File: src/rtl/alu_pkg.sv
package alu_pkg;
  typedef enum logic [3:0] {
    OP_ADD   = 4'd0,
    OP_ADDC  = 4'd1,
    OP_SUB   = 4'd2,
    OP_SUBC  = 4'd3,
    OP_TADD  = 4'd4,
    OP_TADDT = 4'd5,
    OP_AND   = 4'd6,
    OP_ANDN  = 4'd7,
    OP_OR    = 4'd8,
    OP_ORN   = 4'd9,
    OP_XOR   = 4'd10,
    OP_XNOR  = 4'd11,
    OP_SLL   = 4'd12,
    OP_SRL   = 4'd13,
    OP_SRA   = 4'd14,
    OP_NONE  = 4'd15
  } alu_op_e;

  typedef struct packed {
    logic n;
    logic z;
    logic v;
    logic c;
  } icc_t;
endpackage

File: src/rtl/alu_addsub.sv
module alu_addsub #(
  parameter int WIDTH = 32
) (
  input  logic [WIDTH-1:0] a,
  input  logic [WIDTH-1:0] b,
  input  logic             cin,
  input  logic             sub,
  output logic [WIDTH-1:0] sum,
  output logic             ovf,
  output logic             cout
);
  localparam int MSB = WIDTH - 1;

  logic [WIDTH-1:0] b_eff;
  logic             c_eff;
  logic             a_s, b_s, r_s;

  always_comb begin
    b_eff = sub ? ~b : b;
    c_eff = sub ? ~cin : cin;
    sum   = a + b_eff + {{(WIDTH-1){1'b0}}, c_eff};
    a_s   = a[MSB];
    b_s   = b[MSB];
    r_s   = sum[MSB];
    if (sub) begin
      ovf  = (a_s & ~b_s & ~r_s) | (~a_s & b_s & r_s);
      cout = (~a_s & b_s) | ((~a_s | b_s) & r_s);
    end else begin
      ovf  = (a_s & b_s & ~r_s) | (~a_s & ~b_s & r_s);
      cout = (a_s & b_s) | ((a_s | b_s) & ~r_s);
    end
  end
endmodule

File: src/rtl/alu_logic.sv
module alu_logic #(
  parameter int WIDTH = 32
) (
  input  logic [WIDTH-1:0] a,
  input  logic [WIDTH-1:0] b,
  input  logic [2:0]       sel,
  output logic [WIDTH-1:0] y
);
  logic [WIDTH-1:0] bx;

  always_comb begin
    bx = sel[0] ? ~b : b;
    unique case (sel[2:1])
      2'd0:    y = a & bx;
      2'd1:    y = a | bx;
      2'd2:    y = a ^ bx;
      default: y = '0;
    endcase
  end
endmodule

File: src/rtl/alu_shift.sv
module alu_shift #(
  parameter int WIDTH = 32,
  localparam int SHW  = $clog2(WIDTH)
) (
  input  logic [WIDTH-1:0] a,
  input  logic [SHW-1:0]   amt,
  input  logic [1:0]       kind,
  output logic [WIDTH-1:0] y
);
  always_comb begin
    unique case (kind)
      2'd0:    y = a << amt;
      2'd1:    y = a >> amt;
      2'd2:    y = WIDTH'($signed(a) >>> amt);
      default: y = '0;
    endcase
  end
endmodule

File: src/rtl/int_alu_cc.sv
module int_alu_cc #(
  parameter int WIDTH = 32,
  parameter int TAGW  = 2
) (
  input  logic             clk,
  input  logic             rst,
  input  logic [WIDTH-1:0] op_a,
  input  logic [WIDTH-1:0] op_b,
  input  logic [3:0]       opcode,
  input  logic             set_cc,
  input  logic [3:0]       flags_in,
  output logic [WIDTH-1:0] result,
  output logic [3:0]       flags_out,
  output logic             flags_we,
  output logic             tag_trap
);
  import alu_pkg::*;
  localparam int SHW = $clog2(WIDTH);

  alu_op_e          op;
  icc_t             fin, fnew, fnext;
  logic [WIDTH-1:0] as_sum, lg_y, sh_y, res_d;
  logic             as_ovf, as_cout, as_sub, as_cin;
  logic             is_arith, is_tag, is_logic, cc_ok, tag_bad, trap_d, we_d;
  logic [2:0]       lg_sel;
  logic [1:0]       sh_kind;

  assign op  = alu_op_e'(opcode);
  assign fin = icc_t'(flags_in);

  always_comb begin
    is_arith = (op == OP_ADD) || (op == OP_ADDC) || (op == OP_SUB) || (op == OP_SUBC);
    is_tag   = (op == OP_TADD) || (op == OP_TADDT);
    is_logic = (opcode >= 4'd6) && (opcode <= 4'd11);
    as_sub   = (op == OP_SUB) || (op == OP_SUBC);
    as_cin   = ((op == OP_ADDC) || (op == OP_SUBC)) && fin.c;
    lg_sel   = 3'(opcode - 4'd6);
    sh_kind  = 2'(opcode - 4'd12);
    tag_bad  = (|op_a[TAGW-1:0]) | (|op_b[TAGW-1:0]);
  end

  alu_addsub #(.WIDTH(WIDTH)) u_addsub (
    .a(op_a), .b(op_b), .cin(as_cin), .sub(as_sub),
    .sum(as_sum), .ovf(as_ovf), .cout(as_cout)
  );

  alu_logic #(.WIDTH(WIDTH)) u_logic (
    .a(op_a), .b(op_b), .sel(lg_sel), .y(lg_y)
  );

  alu_shift #(.WIDTH(WIDTH)) u_shift (
    .a(op_a), .amt(op_b[SHW-1:0]), .kind(sh_kind), .y(sh_y)
  );

  always_comb begin
    fnew  = '0;
    res_d = '0;
    if (is_arith || is_tag) begin
      res_d  = as_sum;
      fnew.v = as_ovf | (is_tag & tag_bad);
      fnew.c = as_cout;
    end else if (is_logic) begin
      res_d = lg_y;
    end else if (op != OP_NONE) begin
      res_d = sh_y;
    end
    fnew.n = res_d[WIDTH-1];
    fnew.z = (res_d == '0);
    cc_ok  = is_arith || is_tag || is_logic;
    trap_d = (op == OP_TADDT) && fnew.v;
    we_d   = set_cc && cc_ok && !trap_d;
    fnext  = we_d ? fnew : fin;
  end

  always_ff @(posedge clk) begin
    if (rst) begin
      result    <= '0;
      flags_out <= '0;
      flags_we  <= 1'b0;
      tag_trap  <= 1'b0;
    end else begin
      result    <= res_d;
      flags_out <= fnext;
      flags_we  <= we_d;
      tag_trap  <= trap_d;
    end
  end

  // disabled flag update passes the incoming flags through
  p_hold_flags_r8: assert property (@(posedge clk) disable iff (rst)
    !set_cc |=> (!flags_we && flags_out == $past(flags_in)));

  // a raised trap blocks the write and keeps the old flags
  p_trap_keeps_r5: assert property (@(posedge clk) disable iff (rst)
    tag_trap |-> (!flags_we && flags_out == $past(flags_in)));

  // N and Z follow the registered result on every write
  p_nz_match_r9: assert property (@(posedge clk) disable iff (rst)
    flags_we |-> (flags_out[3] == result[WIDTH-1] && flags_out[2] == (result == '0)));

  // logic operations clear V and C
  p_logic_vc_r6: assert property (@(posedge clk) disable iff (rst)
    (set_cc && is_logic) |=> (flags_we && flags_out[1:0] == 2'b00));

  // shifts never write the flags
  p_shift_nowe_r7: assert property (@(posedge clk) disable iff (rst)
    (opcode >= 4'd12 && opcode <= 4'd14) |=> !flags_we);

  // unused opcode yields nothing
  p_unused_r11: assert property (@(posedge clk) disable iff (rst)
    (opcode == 4'd15) |=> (result == '0 && !flags_we && !tag_trap));
endmodule

File: config.mk
export PLATFORM = sky130hd
export DESIGN_NAME = int_alu_cc
export DESIGN_NICKNAME = d
export VERILOG_FILES = /design/src/rtl/alu_pkg.sv /design/src/rtl/alu_addsub.sv /design/src/rtl/alu_logic.sv /design/src/rtl/alu_shift.sv /design/src/rtl/int_alu_cc.sv
export SDC_FILE = /design/constraint.sdc
export NUM_CORES = 1
export LEC_CHECK = 0
export ABC_AREA = 1
export BUFFER_PORTS_ARGS = -buffer_cell sky130_fd_sc_hd__buf_4
export CORE_UTILIZATION = 30
export CTS_BUF_LIST = sky130_fd_sc_hd__clkbuf_8
export CTS_CLUSTER_SIZE = 14
export DETAILED_ROUTE_END_ITERATION = 8
export PLACE_DENSITY = 0.45
export SLEW_MARGIN = 20
export SYNTH_ARGS = -nofsm -noshare
export SYNTH_HDL_FRONTEND = slang
export SYNTH_SLANG_ARGS = --single-unit
File: constraint.sdc
create_clock -name clk -period 5.1 [get_ports clk]
set_clock_uncertainty 0.15 [all_clocks]
set_input_delay 1.02 -clock clk [delete_from_list [all_inputs] [get_ports clk]]
set_output_delay 1.02 -clock clk [all_outputs]
set_load 0.02 [all_outputs]
## Yosys cells after proc, flatten, opt, wreduce, memory -nomap -nowiden

Index checks and enable logic that the tools add are counted.

- Bits in registers: 38
- Input bits: 75
- Output and inout port bits: 38
- Word-level logic and storage cells: 82

- $add $sub $neg: 4
- $lt $le $gt $ge: 2
- Eq/ne operators: 10
- Shift operators: 3
- Mux-type cells: 12
- Bitwise operators: 27
- Reductions and logical operators: 20

Operators by type and width:

| operator | count |
|---|---|
| 32-bit one-hot mux with 3 select lines | 2 |
| 32-bit two-way mux | 5 |
| 32-bit by 1-bit adder with 32-bit output | 1 |
| 32-bit adder | 1 |
| 32-bit bitwise AND | 1 |
| 32-bit logical NOT | 1 |
| 32-bit inverter | 1 |
| 32-bit bitwise OR | 1 |
| 32-bit by 5-bit left shift with 32-bit output | 1 |
| 32-bit by 5-bit >> shifter with 32-bit output | 1 |
| 32-bit by 5-bit >>> shifter with 32-bit output | 1 |
| 32-bit bitwise XOR | 1 |
| 1-bit bitwise AND | 11 |
| 4-bit by 2-bit equality test with 1-bit output, second input constant | 2 |
| 4-bit by 3-bit equality test with 1-bit output, second input constant | 2 |
| 1-bit logical OR | 8 |
| 1-bit bitwise OR | 8 |
| 1-bit logical AND | 5 |
| 2-bit by 1-bit equality test with 1-bit output, second input constant | 2 |
| 2-bit equality test, second input constant | 2 |
| 4-bit by 1-bit equality test with 1-bit output, second input constant | 1 |
| 4-bit by 3-bit >= comparator with 1-bit output, second input constant | 1 |
| 4-bit <= comparator, second input constant | 1 |
| 2-bit logical NOT | 2 |
| 10 further kinds | 16 |

## Depth between registers and ports, before layout

- Depth in word-level cells: 16
- Depth in mapped cells: 25
- Mapped depth without buffers: 24

## Hierarchy

A second synthesis with hierarchy kept.

- Cell total of the unflattened synthesis: 1828
- Area, all modules: 10329.9 sq um

By module, submodules not included:

| module | times used | cells an instance | area an instance (sq um) | sequential area each (sq um) |
|---|---|---|---|---|
| alu_shift | 1 | 753 | 3597.2 | 0.0 |
| alu_addsub | 1 | 412 | 2341.0 | 0.0 |
| alu_logic | 1 | 312 | 2198.4 | 0.0 |
| int_alu_cc | 1 | 351 | 2193.4 | 760.7 |

## Worst setup path after synthesis

No wires, ideal clock.

- Path type: input -> register
- From: input port opcode[1]
- To: register flags_out[2]
- Setup time: 0.066 ns
- Arrival time: 4.197 ns
- Required time: 4.884 ns
- Setup slack: 0.687 ns
- Cell stages on the path: 22
- Buffers on the path: 2
- Cells stage by stage: buf_4 > nand2_1 > buf_1 > xor2_1 > fa_1 > fa_1 > nand3b_1 > nand2_1 > nand2_1 > nand2_1 > nand2_1 > nand3_1 > nand2_1 > a21oi_1 > nor2_1 > nor2_1 > nand2_1 > nor2_1 > nand2_1 > nor2_1 > nand2_1 > a21oi_2

- Cells in the longest elaborated chain, start to end: 16
- Elaborated cells between the ends (all ways): 54
- Those cells by class: add/sub: 4; order compare: 2; eq/ne: 10; mux: 10; bitwise: 10; reduce/logical: 18

RTL lines:

| item | RTL line | source |
|---|---|---|
| start: declaration | int_alu_cc.sv:9 | `input logic [3:0] opcode,` |
| branches (longest 15 deep; another with 32-bit adder) | n/a |  |
| 4-bit two-way mux (*) | int_alu_cc.sv:72 | `fnext = we_d ? fnew : fin;` |
| end signal: assignment | int_alu_cc.sv:83 | `flags_out <= fnext;` |
| end: declaration | int_alu_cc.sv:13 | `output logic [3:0] flags_out,` |

Mark *: on every way between the ends.
A chain may end at the register's enable or synchronous reset.

## Worst setup path after layout

- From: input port opcode[2]
- To: register flags_out[2]

Same word-level chain as after synthesis.

==> impl_metrics.tcl <==
set metrics [dict create \
    hold_viol 0 \
    post-cts-setup-buffers 0 \
    die_height_um 182 \
    synthArstFlopShare_pct 0 \
    final_core_util_pct 34.6 \
    core_um2 31700 \
    vias 12100 \
    antennaDiodeCount 0 \
    detailed_place_hpwl_mm 37.2 \
    startpoint_type "input pin" \
    outcome "completed" \
    clock_sinks 38 \
    ys_seq_elements 38 \
    drive_above_1_share_pct 11.3 \
    relSlewSlack_pct 41.4 \
    synth_flop_cell "dfxtp_1" \
    globalplace.congestion 0.946 \
    end_kind "flip-flop" \
    crit_family "simple AND/OR/NAND/NOR gates" \
    path_buf_inv 1 \
    avgSynthCellArea_um2 5.46 \
    cp_max_fo 7 \
    pre_cts_ws_ps 465 \
    design_area_um2 11000 \
    rows 65 \
    multi_input_area_um2 7880 \
    path_clk_slew_ps 80 \
    grt_antenna_before_repair 0 \
    critPathKind "input pin to flip-flop" \
    clockRootBuffer "clkbuf_8" \
    drt-initial-drc-count 1305 \
    drt_pass1_iterations 5 \
    clockPowerShare_pct 16.8 \
    synthDominantCellAreaShare_pct 22.9 \
    synth_area_leaders "nand2_1, nand3_1, ha_1, dfxtp_1, inv_1" \
    numPortBuffers 112 \
    synth_top_area_cell "nand2_1" \
    die_area_um2 33100 \
    hold_path_class "input pin to flip-flop" \
    syn_nets 1951 \
    drv_cap 0 \
    worstHoldStart "flags_in[1]" \
    postCtsHoldBufs 0 \
    pwr-share-comb_pct 66.0 \
    rsz0062_at_grt "no" \
    arrival_ps 4500 \
    yosysSeqAreaShare_pct 7.82 \
    grt-ovfl-total 0 \
    grt_pass1_vias 11100 \
    clockBufferDepth 2 \
    crit_top_cell "nand2_1" \
    antenna_left 0 \
    postSynthCellCount 1780 \
    netSwitchingFraction_pct 51.0 \
    ys_warn_count 0 \
    cts_made_buffers 5 \
    syn2layout_area_growth_pct 12.8 \
    wirelength_mm 46.1 \
    crit_chain "buf_4 -> nor2_1 -> nand2_2 -> xor2_1 -> fa_1 -> fa_1 -> nand3b_1 -> nand2_1 -> nand2_1 -> nand2_1 -> nand2_1 -> nand2_1 -> nand2_1 -> a31oi_1 -> nor2_1 -> nor2_1 -> nand2_1 -> nor2_1 -> nand2_1 -> nor2_1 -> nand2_1 -> a21oi_2" \
    synth_area_um2 9720 \
    critical-path-slowest-cell "fa_1" \
    slew_viol_final 0 \
    cts_resized 0 \
    setup_viol 0 \
    start_util_pct 30.7 \
    ff_latch_area_um2 761 \
    worstPathRequired_ps 5200 \
    worst_hold_slack_ps 825 \
    synth_cell_types 49 \
    layout_commonest_cell "nand2_1" \
    die-width_um 182 \
    internal_power_uw 961 \
    critPathLaunch "opcode[2]" \
    p_sw_uw 1000 \
    period_share_pct 86.3 \
    fin_ws_ps 698 \
    post_dp_cell_area_um2 10800 \
    htreeDepth 2 \
    num-fill-cells 3702 \
    fin_crit_ps 4400 \
    viasPerCell 5.39 \
    track_usage_pct 27.9 \
    power_frac_seq_pct 17.2 \
    io_pins 113 \
    fin_tns_setup_ps 0 \
    cts_tree "built" \
    nets 2013 \
    cellLeakagePower_uw 0.00584 \
    synth_edf_count 0 \
    route.detailed.drc 0 \
    grt_start_max_net_pins 65 \
    layout_common_cells "nand2_1, nand3_1, inv_1" \
    tightest_slew_ps 877 \
    max_freq_mhz 227 \
    wl_per_cell_um 20.6 \
    ir_worst_vdd_mv 0.0824 \
    grt_first_pass_wirelength_mm 70.1 \
    cpPeakStageDelay_ps 450 \
    p_per_area_nw_per_um2 179 \
]
[power groups by stage]
stage / combinational (µW) / clock, µW / sequential (µW)
floorplan: 802 / 0 / 386
global placement: 1280 / 0 / 345
detailed placement: 1280 / 0 / 345
CTS: 1280 / 346 / 338
global route: 1440 / 357 / 341
finish: 1290 / 330 / 338
[cells in the mapped netlist (all sizes together), types with 3 or more instances]
cell,count
nand2,618
nand3,307
inv,171
nor2,151
ha,94
a21oi,85
o21ai,73
xnor2,57
buf,50
dfxtp,38
o211ai,33
clkbuf,32
nand4,18
xor2,10
nor3,8
a221oi,6
nand3b,5
a31oi,4
o21bai,3
[state kept, by name, summed over array words and instances, names as in the netlist]
register and cells:
flags_out 4, flags_we 1, result 32, tag_trap 1
[worst paths after layout]
| path | depth (start not counted) | to | slack (ps) |
|---|---|---|---|
| worst max-delay path | 22 | flags_out[2] | 700 |
| worst min-delay path | 3 | flags_out[1] | 830 |
[logic make-up (layout without fill, tap and decap cells)]
kind of cell | Yosys count | count (layout) | synth area share (%)
AO/OA/AOI/OAI | 211 | 211 | 12.6
XOR/XNOR | 67 | 67 | 6.11
adder cells (fa/ha/maj) | 96 | 96 | 12.5
buffers and inverters | 255 | 318 | 11.2
flip-flops | 38 | 38 | 7.82
multiplexers | 1 | 1 | 0.116
AND/OR/NAND/NOR | 1112 | 1112 | 49.6
[layer usage]
| layer | track usage, % | up-vias | share of wire (%) | wire length [µm] |
|---|---|---|---|---|
| li1 | - | 5936 | - | - |
| met5 | 0 | - | 0 | 0 |
| met2 | 42.6 | 532 | 43 | 19600 |
| met3 | 1.99 | 56 | 6.7 | 3110 |
| met1 | 41.2 | 5576 | 48 | 22000 |
| met4 | 8.30 | 0 | 3.1 | 1450 |
[cell type report]
type | count | area share, %
clock inverter | 2 | 0.548
tap | 402 | 4.59
inverter | 173 | 5.99
sequential | 38 | 6.94
clock buffer | 6 | 0.753
timing repair buffer | 137 | 9.38
multi-input combinational | 1487 | 71.8
[metrics by stage]
step                total power (µW)  cells
finish                          1960   2245
detailed placement              1620   2237
CTS                             1970   2245
global route                    2140   2245
global placement                1620   2237
floorplan                       1190   1780
No activity file was read; power rests on OpenSTA's default activity.
